$ cat config.mk
export PLATFORM = sky130hd
export DESIGN_NAME = burst_addr_gen
export DESIGN_NICKNAME = d
export VERILOG_FILES = /design/src/rtl/burst_addr_pkg.sv /design/src/rtl/lane_seq.sv /design/src/rtl/burst_ctr.sv /design/src/rtl/rdback_mux.sv /design/src/rtl/burst_addr_gen.sv
export SDC_FILE = /design/constraint.sdc
export NUM_CORES = 1
export LEC_CHECK = 0
export ABC_AREA = 1
export BUFFER_PORTS_ARGS = -buffer_cell sky130_fd_sc_hd__buf_4
export CAP_MARGIN = 0
export CORE_MARGIN = 10
export CORE_UTILIZATION = 30
export DETAILED_ROUTE_END_ITERATION = 6
export HOLD_SLACK_MARGIN = 0.08
export MAX_ROUTING_LAYER = met4
export SETUP_SLACK_MARGIN = 0.5
export SYNTH_ARGS = -nofsm -noshare
export SYNTH_HDL_FRONTEND = slang
export SYNTH_HIERARCHICAL = 1
export SYNTH_SLANG_ARGS = --single-unit
$ cat constraint.sdc
create_clock -name clk -period 2.7 [get_ports clk]
set_input_delay 0.27 -clock clk [delete_from_list [all_inputs] [get_ports clk]]
set_output_delay 0.27 -clock clk [all_outputs]
set_load 0.02 [all_outputs]
$ cat src/rtl/burst_addr_pkg.sv
// Package: shared encodings for the burst address generator.
// Assumes bus width is static except while reset is held.
package burst_addr_pkg;

    typedef enum logic [1:0] {
        BW_FULL    = 2'd0,
        BW_HALF    = 2'd1,
        BW_QUARTER = 2'd2,
        BW_RSVD    = 2'd3
    } bus_width_e;

endpackage

$ cat src/rtl/lane_seq.sv
// Module: lane_seq
// Works out the start lane, last-lane flag and following lane of the
// sub-word sequencer from the bus width and order. Purely combinational.
// Assumes LANES is a power of two and at least 4.
module lane_seq
    import burst_addr_pkg::*;
#(
    parameter int LANES  = 4,
    parameter int LANE_W = $clog2(LANES)
) (
    input  logic [1:0]        width_sel,
    input  logic              big_end,
    input  logic [LANE_W-1:0] lane_q,
    output logic [LANE_W-1:0] start_lane,
    output logic              last_lane,
    output logic [LANE_W-1:0] next_lane
);

    localparam logic [LANE_W-1:0] HALF_STRIDE = LANE_W'(LANES / 2);
    localparam logic [LANE_W-1:0] QTR_STRIDE  = LANE_W'(LANES / 4);

    logic [LANE_W-1:0] stride;
    logic [LANE_W-1:0] top_lane;

    // Lane stride for each width; zero marks the full-width bus.
    always_comb begin
        case (bus_width_e'(width_sel))
            BW_HALF:    stride = HALF_STRIDE;
            BW_QUARTER: stride = QTR_STRIDE;
            default:    stride = '0;
        endcase
    end

    // Highest sub-word lane: LANES - stride, computed modulo 2**LANE_W.
    assign top_lane = '0 - stride;

    // Start, last and next lane for the selected order.
    always_comb begin
        if (stride == '0) begin
            start_lane = '0;
            last_lane  = 1'b1;
            next_lane  = '0;
        end else if (big_end) begin
            start_lane = top_lane;
            last_lane  = (lane_q == '0);
            next_lane  = lane_q - stride;
        end else begin
            start_lane = '0;
            last_lane  = (lane_q == top_lane);
            next_lane  = lane_q + stride;
        end
    end

endmodule

$ cat src/rtl/burst_ctr.sv
// Module: burst_ctr
// Word address register and lane register. Priority: reset/clear, then
// load, then advance. The lane steps, and the address advances only
// after the last lane. Assumes inc is already gated by read-back.
module burst_ctr #(
    parameter int ADDR_W = 14,
    parameter int LANE_W = 2
) (
    input  logic              clk,
    input  logic              rst_n,
    input  logic              clr_n,
    input  logic              ld_n,
    input  logic              inc,
    input  logic [ADDR_W-1:0] ld_addr,
    input  logic [LANE_W-1:0] start_lane,
    input  logic              last_lane,
    input  logic [LANE_W-1:0] next_lane,
    output logic [ADDR_W-1:0] addr_q,
    output logic [LANE_W-1:0] lane_q
);

    // State update in priority order.
    always_ff @(posedge clk) begin
        if (!rst_n || !clr_n) begin
            addr_q <= '0;
            lane_q <= start_lane;
        end else if (!ld_n) begin
            addr_q <= ld_addr;
            lane_q <= start_lane;
        end else if (inc) begin
            if (last_lane) begin
                addr_q <= addr_q + 1'b1;
                lane_q <= start_lane;
            end else begin
                lane_q <= next_lane;
            end
        end
    end

endmodule

$ cat src/rtl/rdback_mux.sv
// Module: rdback_mux
// Selects the data bus source: array data, or the zero-extended counter
// value in read-back mode. Assumes DATA_W > ADDR_W.
module rdback_mux #(
    parameter int ADDR_W = 14,
    parameter int DATA_W = 36
) (
    input  logic              rdback,
    input  logic [ADDR_W-1:0] addr_q,
    input  logic [DATA_W-1:0] mem_q,
    output logic [DATA_W-1:0] data_out
);

    localparam int PAD_W = DATA_W - ADDR_W;

    // Output source select.
    always_comb begin
        if (rdback) data_out = {{PAD_W{1'b0}}, addr_q};
        else        data_out = mem_q;
    end

endmodule

$ cat src/rtl/burst_addr_gen.sv
// Module: burst_addr_gen (top)
// Per-port burst address counter with sub-word lane sequencing and a
// hold-and-read mode. Assumes bus_mode and big_end change only in reset.
module burst_addr_gen #(
    parameter int ADDR_W = 14,
    parameter int DATA_W = 36,
    parameter int LANES  = 4,
    parameter int LANE_W = $clog2(LANES)
) (
    input  logic              clk,
    input  logic              rst_n,
    input  logic [ADDR_W-1:0] addr_in,
    input  logic              ld_n,
    input  logic              cnt_en_n,
    input  logic              cnt_clr_n,
    input  logic              rdback,
    input  logic [1:0]        bus_mode,
    input  logic              big_end,
    input  logic [DATA_W-1:0] mem_q,
    output logic [ADDR_W-1:0] addr_out,
    output logic [LANE_W-1:0] lane_out,
    output logic [DATA_W-1:0] data_out
);

    logic [LANE_W-1:0] start_lane;
    logic [LANE_W-1:0] next_lane;
    logic              last_lane;
    logic              inc;

    // Counting is suppressed while the counter is being read back.
    assign inc = !cnt_en_n && !rdback;

    lane_seq #(.LANES(LANES), .LANE_W(LANE_W)) i_lane_seq (
        .width_sel (bus_mode),
        .big_end   (big_end),
        .lane_q    (lane_out),
        .start_lane(start_lane),
        .last_lane (last_lane),
        .next_lane (next_lane)
    );

    burst_ctr #(.ADDR_W(ADDR_W), .LANE_W(LANE_W)) i_burst_ctr (
        .clk       (clk),
        .rst_n     (rst_n),
        .clr_n     (cnt_clr_n),
        .ld_n      (ld_n),
        .inc       (inc),
        .ld_addr   (addr_in),
        .start_lane(start_lane),
        .last_lane (last_lane),
        .next_lane (next_lane),
        .addr_q    (addr_out),
        .lane_q    (lane_out)
    );

    rdback_mux #(.ADDR_W(ADDR_W), .DATA_W(DATA_W)) i_rdback_mux (
        .rdback  (rdback),
        .addr_q  (addr_out),
        .mem_q   (mem_q),
        .data_out(data_out)
    );

endmodule

# Yosys cells after proc, flatten, opt, wreduce, memory -nomap -nowiden
# Cells that the tools add are included.
# totals
ff_bits,16
in_bits,59
out_inout_bits,52
wordCells,36
# op_classes
addsub,4
eq_ne,6
mux,15
reduce_logical,9
# ops
operator,n
2-to-1 mux 14 bit,3
2-to-1 mux 36 bit,1
2-to-1 mux 2 bit,8
adder 14 x 1 -> 14 bit (second input constant),1
logical NOT 1 bit,4
logical NOT 2 bit,2
inequality test 2 x 1 -> 1 bit (second input constant),2
one-hot mux 2 bit (2 select lines),1
inequality test 3 x 1 -> 1 bit (second input constant),1
adder 2 bit,1
equality test 2 x 1 -> 1 bit (second input constant),1
equality test 2 bit,1
equality test 2 bit (second input constant),1
2-to-1 mux 1 bit,2
AND reduction 2 bit,1
subtractor 1 x 2 -> 2 bit (first input constant),1
subtractor 2 bit,1
logical AND 1 bit,1
logical OR 1 bit,1

# Logic depth before layout (Yosys ltp)
# Gate-level depths: netlist (run 1).
# logic_depth
depth_word,10
mapped_depth,12
mapped_depth_nobuf,11

# Modules after synthesis
# Netlist (run 1), hierarchy kept.
# modules_own_cells
mod,n_inst,cells_each,area_per_inst_um2,seq_area_each_um2
burst_ctr,1,161,1043.5,340.3
rdback_mux,1,92,399.1,0.0
lane_seq,1,25,147.6,0.0
burst_addr_gen,1,1,3.8,0.0

# Worst setup path before layout (run 1)
# OpenSTA, ideal clock, no wires.
# synth_timing
kind,register to register
start,register i_burst_ctr.lane_q[0]
end,register i_burst_ctr.addr_q[7]
setup_ps,134
t_arrival_ps,1503
t_required_ps,2566
setup_slack_ps,1063
path_stages_with_launch,10
n_path_buf,1
period_less_slack_ps,1637
path_cell_list,edfxtp_1 > xnor2_1 > nand3_1 > nand3_1 > inv_1 > o21ai_2 > buf_2 > o21ai_1 > nand2_1 > a21oi_1
# synth_via
elab_chain_cells,5
word_cells_on_any_way,6
cone_classes,eq/ne: 2; mux: 2; reduce/logical: 2
# synth_lines
element,line_no,rtl
"start, declared",burst_ctr.sv:19,output logic [LANE_W-1:0] lane_q
"start signal, assigned",burst_ctr.sv:26,lane_q <= start_lane;
"start signal, assigned",burst_ctr.sv:29,lane_q <= start_lane;
"start signal, assigned",burst_ctr.sv:33,lane_q <= start_lane;
equality test 2 bit or logical NOT 2 bit (tied branches),"lane_seq.sv:49, lane_seq.sv:45",
2-to-1 mux 1 bit *,lane_seq.sv:43,end else if (big_end) begin
2-to-1 mux 1 bit *,lane_seq.sv:39,if (stride == '0) begin
named net last_lane,burst_addr_gen.sv:27,logic last_lane;
inequality test 2 x 1 -> 1 bit (no source line) *,-,
AND reduction 2 bit (no source line) *,-,
"end signal, assigned",burst_ctr.sv:28,addr_q <= ld_addr;
"end signal, assigned",burst_ctr.sv:32,addr_q <= addr_q + 1'b1;
"end, declared",burst_ctr.sv:18,"output logic [ADDR_W-1:0] addr_q,"
# The timed path passes the listed nets; every way through them passes the cells marked *.
# A chain may end at the register's enable or synchronous reset.

# Worst setup path after layout (run 1)
# layout_timing
start,register i_burst_ctr.lane_q[0]
end,register i_burst_ctr.addr_q[4]
# Same word-level chain as after synthesis.

==> results of run 1 <==
[worst max-delay path, delay by kind of cell, from the launching register on]
kind / cells / cell delay, ns
AOI/OAI and AO/OA: 3 / 0.55
xor gates and xnor gates: 1 / 0.22
buffers and inverters: 2 / 0.26
DFF: 1 / 0.44
and+or+nand+nor: 3 / 0.31
[cell usage after synthesis]
cell type  instances  area [um^2]
nor2_2             3         18.8
inv_2              4         15.0
nand3_1           17         85.1
nand3_2            2         20.0
nand4_2            1         12.5
inv_6              1         8.76
o21ai_1            6         30.0
a31oi_1            1         6.26
xnor2_1            2         17.5
edfxtp_1           2         60.1
a21oi_1           12         60.1
nand2_2            8         50.1
clkbuf_8           1         13.8
o21ai_2            1         8.76
mux2_1             2         22.5
a221oi_1           1         8.76
nor2_1            43          161
o31ai_1            1         7.51
o21ai_0            9         45.0
dfxtp_1           14          280
buf_2              3         15.0
clkbuf_1           2         7.51
nand3b_1           2         15.0
ha_1               4         50.1
nor2_4             1         11.3
a21oi_2            1         8.76
clkinv_1           1         3.75
nand2_1           83          312
buf_4              1         7.51
nand4_1            4         25.0
buf_6              4         45.0
nor3_1             3         15.0
inv_1             39          146
[flip-flops by register name, indices dropped and copies added (netlist names)]
signal / cells
i_burst_ctr/addr_q: 14
i_burst_ctr/lane_q: 2
[power by group through the flow]
| stage | clock network [uW] | registers (uW) | logic, uW |
|---|---|---|---|
| 5_1_grt | 234 | 274 | 348 |
| 6_report | 219 | 272 | 315 |
| 3_3_place_gp | 0 | 277 | 313 |
| 3_5_place_dp | 0 | 278 | 317 |
| 2_1_floorplan | 0 | 284 | 160 |
| 4_1_cts | 226 | 272 | 318 |
[worst max-delay path by stage]
stage / start / endpoint / slack [ns] / cells after the start
final: i_burst_ctr/lane_q[0]$_DFFE_PP_ / i_burst_ctr/addr_q[4]$_SDFFE_PP0P_ / 0.86 / 9
after CTS: i_burst_ctr/lane_q[0]$_DFFE_PP_ / i_burst_ctr/addr_q[4]$_SDFFE_PP0P_ / 0.68 / 9
after global placement: bus_mode[0] / i_burst_ctr/addr_q[4]$_SDFFE_PP0P_ / 0.66 / 12
after detailed placement: bus_mode[0] / i_burst_ctr/addr_q[4]$_SDFFE_PP0P_ / 0.53 / 12
after global routing: i_burst_ctr/lane_q[0]$_DFFE_PP_ / i_burst_ctr/addr_q[4]$_SDFFE_PP0P_ / 0.58 / 9
after floorplan: i_burst_ctr/lane_q[0]$_DFFE_PP_ / i_burst_ctr/addr_q[7]$_SDFFE_PP0P_ / 1.06 / 9
[metal layers]
| metal | track usage (%) | vias to the layer above | part of all wire, % |
|---|---|---|---|
| met3 | 2.66 | 2 | 6.9 |
| met4 | 2.44 | 0 | 0.48 |
| li1 | - | 1065 | - |
| met5 | - | - | 0 |
| met2 | 22.5 | 83 | 46 |
| met1 | 17.7 | 867 | 46 |
[metrics by stage]
stage                     power [uW]  hold WS [ns]
after CTS                        816         0.292
after detailed placement         595         0.516
after global placement           590         0.517
final                            806         0.299
after floorplan                  445         0.430
after global routing             856         0.316
[what timing repair did]
action	CTS	global route
buffers inserted	0	0
setup endpoints to repair	0	7
gates resized for setup	0	1
hold buffers	0	0
hold endpoints to repair	0	0
[area by class of cell]
class	count	area (um^2)	share of cell area [%]
multi-input combinational	207	998	40.2
timing repair buffer	110	826	33.3
sequential	16	340	13.7
inverter	45	174	7.01
tap	70	87.6	3.53
clock buffer	4	55.1	2.22
[cell families (layout without fill, tap and decap cells)]
kind of cell / Yosys count / after routing
multiplexers: 2 / 2
XOR/XNOR: 2 / 2
AO/OA/AOI/OAI: 32 / 32
AND/OR/NAND/NOR: 167 / 167
buffers and inverters: 56 / 159
adder cells (fa/ha/maj): 4 / 4
flip-flops: 16 / 16
[layout by cell type, fill, tap and decap left out]
cell      synthesis  final
mux2_1            2      2
nand4_1           4      4
a21oi_2           1      1
nand2_2           8      8
buf_4             1    110
nand4_2           1      1
a31oi_1           1      1
o21ai_4           0      1
nand3b_1          2      2
o21ai_1           6      6
inv_1            39     39
clkbuf_8          1      4
a221oi_1          1      1
nand3_2           2      2
a21oi_1          12     12
xnor2_1           2      2
nor2_1           43     43
o31ai_1           1      1
inv_6             1      1
dfxtp_1          14     14
ha_1              4      4
o21ai_0           9      9
nor2_4            1      1
nor2_2            3      3
nand3_1          17     17
nor3_1            3      3
nand2_1          83     83
edfxtp_1          2      2
clkinv_1          1      1
inv_2             4      4
==> results.yml, run 1 <==
status:
  status: "finished, final reports clean"
yosys:
  postSynthAreaPerCell_um2: 5.71
  synthSimpleGateAreaFrac_pct: 45.5
  synth_area_mm2: 0.00159
  synth_top_family_by_area: "simple AND/OR/NAND/NOR gates"
  synth_xor_area_share_pct: 1.10
  synthDistinctLibCells: 33
  synth_compound_area_share_pct: 11.0
  synth-seq-cells: 16
  synth-adder-area-share_pct: 3.14
  yosysWarningCount: 6
  synthCells: 279
  synthMuxAreaShare_pct: 1.41
  ys_seq_area_share_pct: 21.4
  synth_nets: 342
final_layout:
  syn_to_final_growth_pct: 55.7
  postLayoutCoreUtil_pct: 48.3
  nets: 446
  diodes: 0
  n_fill_cell: 575
  drive_above_1_share_pct: 35.6
  layout.cells.non_filler: 452
  finalInstanceArea_mm2: 0.00248
drt:
  drc_errors: 0
  drtIter0Drc: 68
  final_antenna_net_count: 0
  firstDrtPassIters: 4
  vias: 2017
  wl_um: 6250
  viasPerCell: 4.46
  routedWlPerCell_um: 13.8
power:
  vdd_drop_max_mv: 0.224
  intPower_uw: 528
  swShare_pct: 34.5
  p_switching_uw: 278
  leakagePower_uw: 0.00131
  pwr-share-seq_pct: 33.8
  combPwrFrac_pct: 39.1
  pwr-share-clk_pct: 27.1
  p_per_area_mw_per_mm2: 325
clock_network:
  cts_max_level: 1
  cts_buffers: 3
  cts_num_sinks: 16
  cts-root-buf: "clkbuf_8"
  clk_pin_slew_ns: 0.07
  clk_latency_ns: 0.25
  cts_tree: "done"
  cts.path.max_buffers: 2
timing:
  slew_headroom_pct: 67.9
  finalSetupViolCount: 0
  fmax_mhz: 544
  rsz0062_at_grt: "no"
  tightest_slew_ns: 0.480
  fin_crit_sh_pct: 68.1
  fin_skew_ns: 0.00190
  post-route-min-period_ns: 1.84
  drv_slew: 0
  finalHoldViolCount: 0
  fin_tns_setup_ns: 0
  setup_ws_ns: 0.860
global_route:
  grt_pass1_vias: 1912
  grt.total_usage_pct: 13.9
  grt_max_degree: 39
  grt_pass1_wl_um: 9790
  grt_overflow: 0
  grt_antenna_before_repair: 0
die:
  fp-row-count: 26
  die_area_mm2: 0.00863
  die_y_um: 92.9
  chipWidth_um: 92.9
  io_pins: 111
  design.core.area_mm2: 0.00514
  floorplan.initialDensity_pct: 31.0
worst_setup_path:
  r2r-start: "i_burst_ctr/lane_q[0]$_DFFE_PP_"
  cp-start-kind: "flop"
  cp_cell_sequence: "xnor2_1, nand3_1, nand3_1, inv_1, o21ai_4, inv_2, nor2_1, o21ai_0, a21oi_1"
  ff2ff_path_depth: 9
  critPathKind: "reg -> reg"
  crit_path_max_incr_delay_ns: 0.44
  cp_slowest_cell: "edfxtp_1"
  cp-end-kind: "flop"
  worstReg2RegEnd: "i_burst_ctr/addr_q[4]$_SDFFE_PP0P_"
  critPathRequiredTime_ns: 2.88
  arrival_ns: 2.02
  r2r_setup_slack_ns: 0.86
  cp_common_cell: "nand3_1"
  crit_path_max_fanout: 16
worst_hold_path:
  hold_path_end: "i_burst_ctr/addr_q[1]$_SDFFE_PP0P_"
  whs_path_depth: 3
  min_from: "addr_in[1]"
  hold_path_class: "in -> reg"
placed_design:
  placed_cells: 448
  place_area_mm2: 0.00242
  portBuffers: 110
  place_hpwl_um: 5100
  gp_congestion: 0.894
  place_ws_ns: 0.527
flow_run:
  maxCapViolations: 0
No activity file was read; power rests on OpenSTA's default activity.
==> run 2: changes to the inputs <==
- ABC_AREA: 1 -> 0
- PLACE_DENSITY: not set -> 0.67
- clock period: 2.7 -> 1.48 ns (I/O delays scaled with it)
==> run 2 against run 1 <==
Net effect:
- the flow now finishes with violations (setup timing)
- synthesized cell count is 44% lower
- critical endpoint is now i_burst_ctr/addr_q[13]$_SDFFE_PP0P_
- sequential power increased by 77%
- sequential cell count did not move
- design area increased by 15%
- critical path depth shrank 2
- setup slack got worse by 1.2 ns
- synthesized area decreased by 14%
- first-iteration DRC count shrank 22%
- die area down 11%
- total power grew 97%
- wire length decreased by 11%
==> results.yml, run 2 <==
status:
  status: "finished with violations"
  violations: "setup timing"
drt:
  routedWlPerCell_um: 16.0
  drc_errors: 0
  viasPerCell: 4.76
  vias: 1646
  firstDrtPassIters: 4
  wl_um: 5550
  drtIter0Drc: 53
  final_antenna_net_count: 0
clock_network:
  cts_num_sinks: 16
  clk_pin_slew_ns: 0.06
  cts_max_level: 1
  cts_buffers: 3
  cts.path.max_buffers: 2
  cts-root-buf: "clkbuf_8"
  clk_latency_ns: 0.25
  cts_tree: "done"
yosys:
  synthTopCellsByCount: "24 x nor2b_1, 16 x nor2_1, 14 x dfxtp_1, 11 x a211oi_1"
  ys_async_sr_fraction_pct: 0
  yosysWarningCount: 6
  ys_seq_area_share_pct: 25.0
  netlist_top_cells_area: "dfxtp_1 21%, nor2b_1 11%, mux2_4 8.8%"
  synth_area_mm2: 0.00136
  yosys.area.top_type_share_pct: 20.6
  postSynthAreaPerCell_um2: 8.80
  synth_most_common_cell: "nor2b_1"
  synthDistinctLibCells: 35
  synth_flop_cell: "dfxtp_1"
  synth-seq-cells: 16
  synth_top_cell_by_area: "dfxtp_1"
  synthCells: 155
  synth_edf_count: 2
  synth_nets: 218
worst_setup_path:
  crit_family: "simple AND/OR/NAND/NOR gates"
  worstReg2RegEnd: "i_burst_ctr/addr_q[13]$_SDFFE_PP0P_"
  ff2ff_path_depth: 7
  cp-end-kind: "flop"
  critPathKind: "reg -> reg"
  r2r_setup_slack_ns: -0.34
  critPathRequiredTime_ns: 1.64
  r2r-start: "i_burst_ctr/lane_q[1]$_DFFE_PP_"
  cp_slowest_cell: "edfxtp_1"
  crit_path_max_fanout: 4
  worst-path-buf-inv: 0
  arrival_ns: 1.98
  cp-start-kind: "flop"
  cp_cell_sequence: "nor2b_4, a21oi_2, o21ai_2, and4_4, nand4_1, or3_1, a311oi_1"
  crit_path_max_incr_delay_ns: 0.38
timing:
  slew_headroom_pct: 64.5
  rsz0062_at_grt: "yes"
  drv_slew: 0
  timing.hold.ws_ns: 0.164
  fmax_mhz: 549
  setup_ws_ns: -0.342
  finalHoldViolCount: 0
  fin_tns_setup_ns: -3.31
  fin_crit_sh_pct: 123
  tightest_slew_ns: 0.531
  post-route-min-period_ns: 1.82
  fin_skew_ns: 0.00614
  finalSetupViolCount: 16
final_layout:
  final_common_cell: "buf_4"
  diodes: 0
  drive_above_1_share_pct: 66.3
  reg.largest.list: "i_burst_ctr/addr_q: 14 flops, i_burst_ctr/lane_q: 2 flops"
  regMostFlops: "i_burst_ctr/addr_q"
  largest_reg_flops: 14
  layout_common_cells: "97 x buf_4, 44 x buf_6, 22 x nor2b_1, 16 x nor2_1, 14 x mux2_4"
  nets: 358
  syn_to_final_growth_pct: 109
global_route:
  grt.total_usage_pct: 13.1
  grt_overflow: 0
  grt_max_degree: 37
  grt_pass1_vias: 1626
  grt_pass1_wl_um: 8000
  grt_antenna_before_repair: 0
die:
  die_area_mm2: 0.00764
  die_y_um: 87.4
  fp-row-count: 24
  chipWidth_um: 87.4
  io_pins: 111
  design.core.area_mm2: 0.00438
  floorplan.initialDensity_pct: 31.1
placed_design:
  place_hpwl_um: 4250
  gp_congestion: 0.753
  portBuffers: 110
worst_hold_path:
  whs_path_depth: 3
  hold_path_class: "in -> reg"
  hold_path_end: "i_burst_ctr/addr_q[12]$_SDFFE_PP0P_"
  min_from: "addr_in[12]"
power:
  p_per_area_mw_per_mm2: 559
  vdd_drop_max_mv: 0.525
  leakagePower_uw: 0.00140
flow_run:
  maxCapViolations: 0
-- run 2: changes by cell type in the layout (fill, tap and decap cells not counted), sizes merged, moves of 14 or more --
cell	change
inv	-37
mux2	+14
nand2	-85
nand3	-15
nor2b	+26
buf	+32
nor2	-31
-- run 2: cell type report --
type	instances	area, um^2
Tap cell	52	65.1
Fill cell	361	1540
Multi-Input combinational cell	124	1070
Inverter	7	26.3
Clock buffer	4	55.1
Sequential cell	16	363
Timing Repair Buffer	143	1270
-- run 2: how the worst max path moves through the flow --
stage,depth (start not counted),start,slack [ns],to
after floorplan,7,i_burst_ctr/lane_q[1]$_DFFE_PP_,-0.43,i_burst_ctr/addr_q[12]$_SDFFE_PP0P_
after global placement,10,bus_mode[0],-0.31,i_burst_ctr/addr_q[12]$_SDFFE_PP0P_
after detailed placement,10,bus_mode[0],-0.37,i_burst_ctr/addr_q[13]$_SDFFE_PP0P_
after CTS,7,i_burst_ctr/lane_q[1]$_DFFE_PP_,-0.32,i_burst_ctr/addr_q[13]$_SDFFE_PP0P_
after global routing,7,i_burst_ctr/lane_q[1]$_DFFE_PP_,-0.46,i_burst_ctr/addr_q[9]$_SDFFE_PP0P_
final,7,i_burst_ctr/lane_q[1]$_DFFE_PP_,-0.34,i_burst_ctr/addr_q[13]$_SDFFE_PP0P_
-- run 2: power by group --
part           internal, uW  switching (uW)  total (uW)
clock network           236             148         384
registers               463            19.1         482
logic                   414             310         724
-- run 2: layer usage --
metal / wire, um / track usage (%) / vias to the layer above / part of all wire [%]
li1: - / - / 826 / -
met5: 0 / - / - / 0
met1: 2350 / 14.8 / 751 / 42
met3: 385 / 3.65 / 2 / 6.9
met2: 2770 / 22.7 / 67 / 50
met4: 38 / 2.17 / 0 / 0.69
-- run 2: what timing repair did --
item	4_1_cts	5_1_grt
resized for setup	64	16
endpoints found under the hold margin	0	0
cloned	0	1
setup endpoints to repair	65	42
buffers inserted	2	7
pin swaps	12	7
hold buffers	0	0
-- run 2: logic make-up after synthesis --
family | share of synthesized area, %
XOR/XNOR | 9.36
buffers and inverters | 6.06
adder cells (fa/ha/maj) | 3.67
flip-flops | 25.0
multiplexers | 15.4
AND/OR/NAND/NOR | 30.6
AO/OA/AOI/OAI | 9.91
-- run 2: stage by stage --
step	utilization, %	cells	setup WS (ns)	instance area (um^2)	power (uW)
final	64.9	346	-0.342	2850	1590
after global routing	64.9	346	-0.458	2850	1660
after CTS	61.9	338	-0.315	2710	1580
after detailed placement	55.2	332	-0.375	2420	1120
after global placement	55.2	332	-0.313	2420	1110
after floorplan	-	155	-0.435	1420	808
-- run 2: worst min-delay path: stages --
cell and delay [ns]:
buf_4 0.11, nor2_1 0.07, a311oi_1 0.05
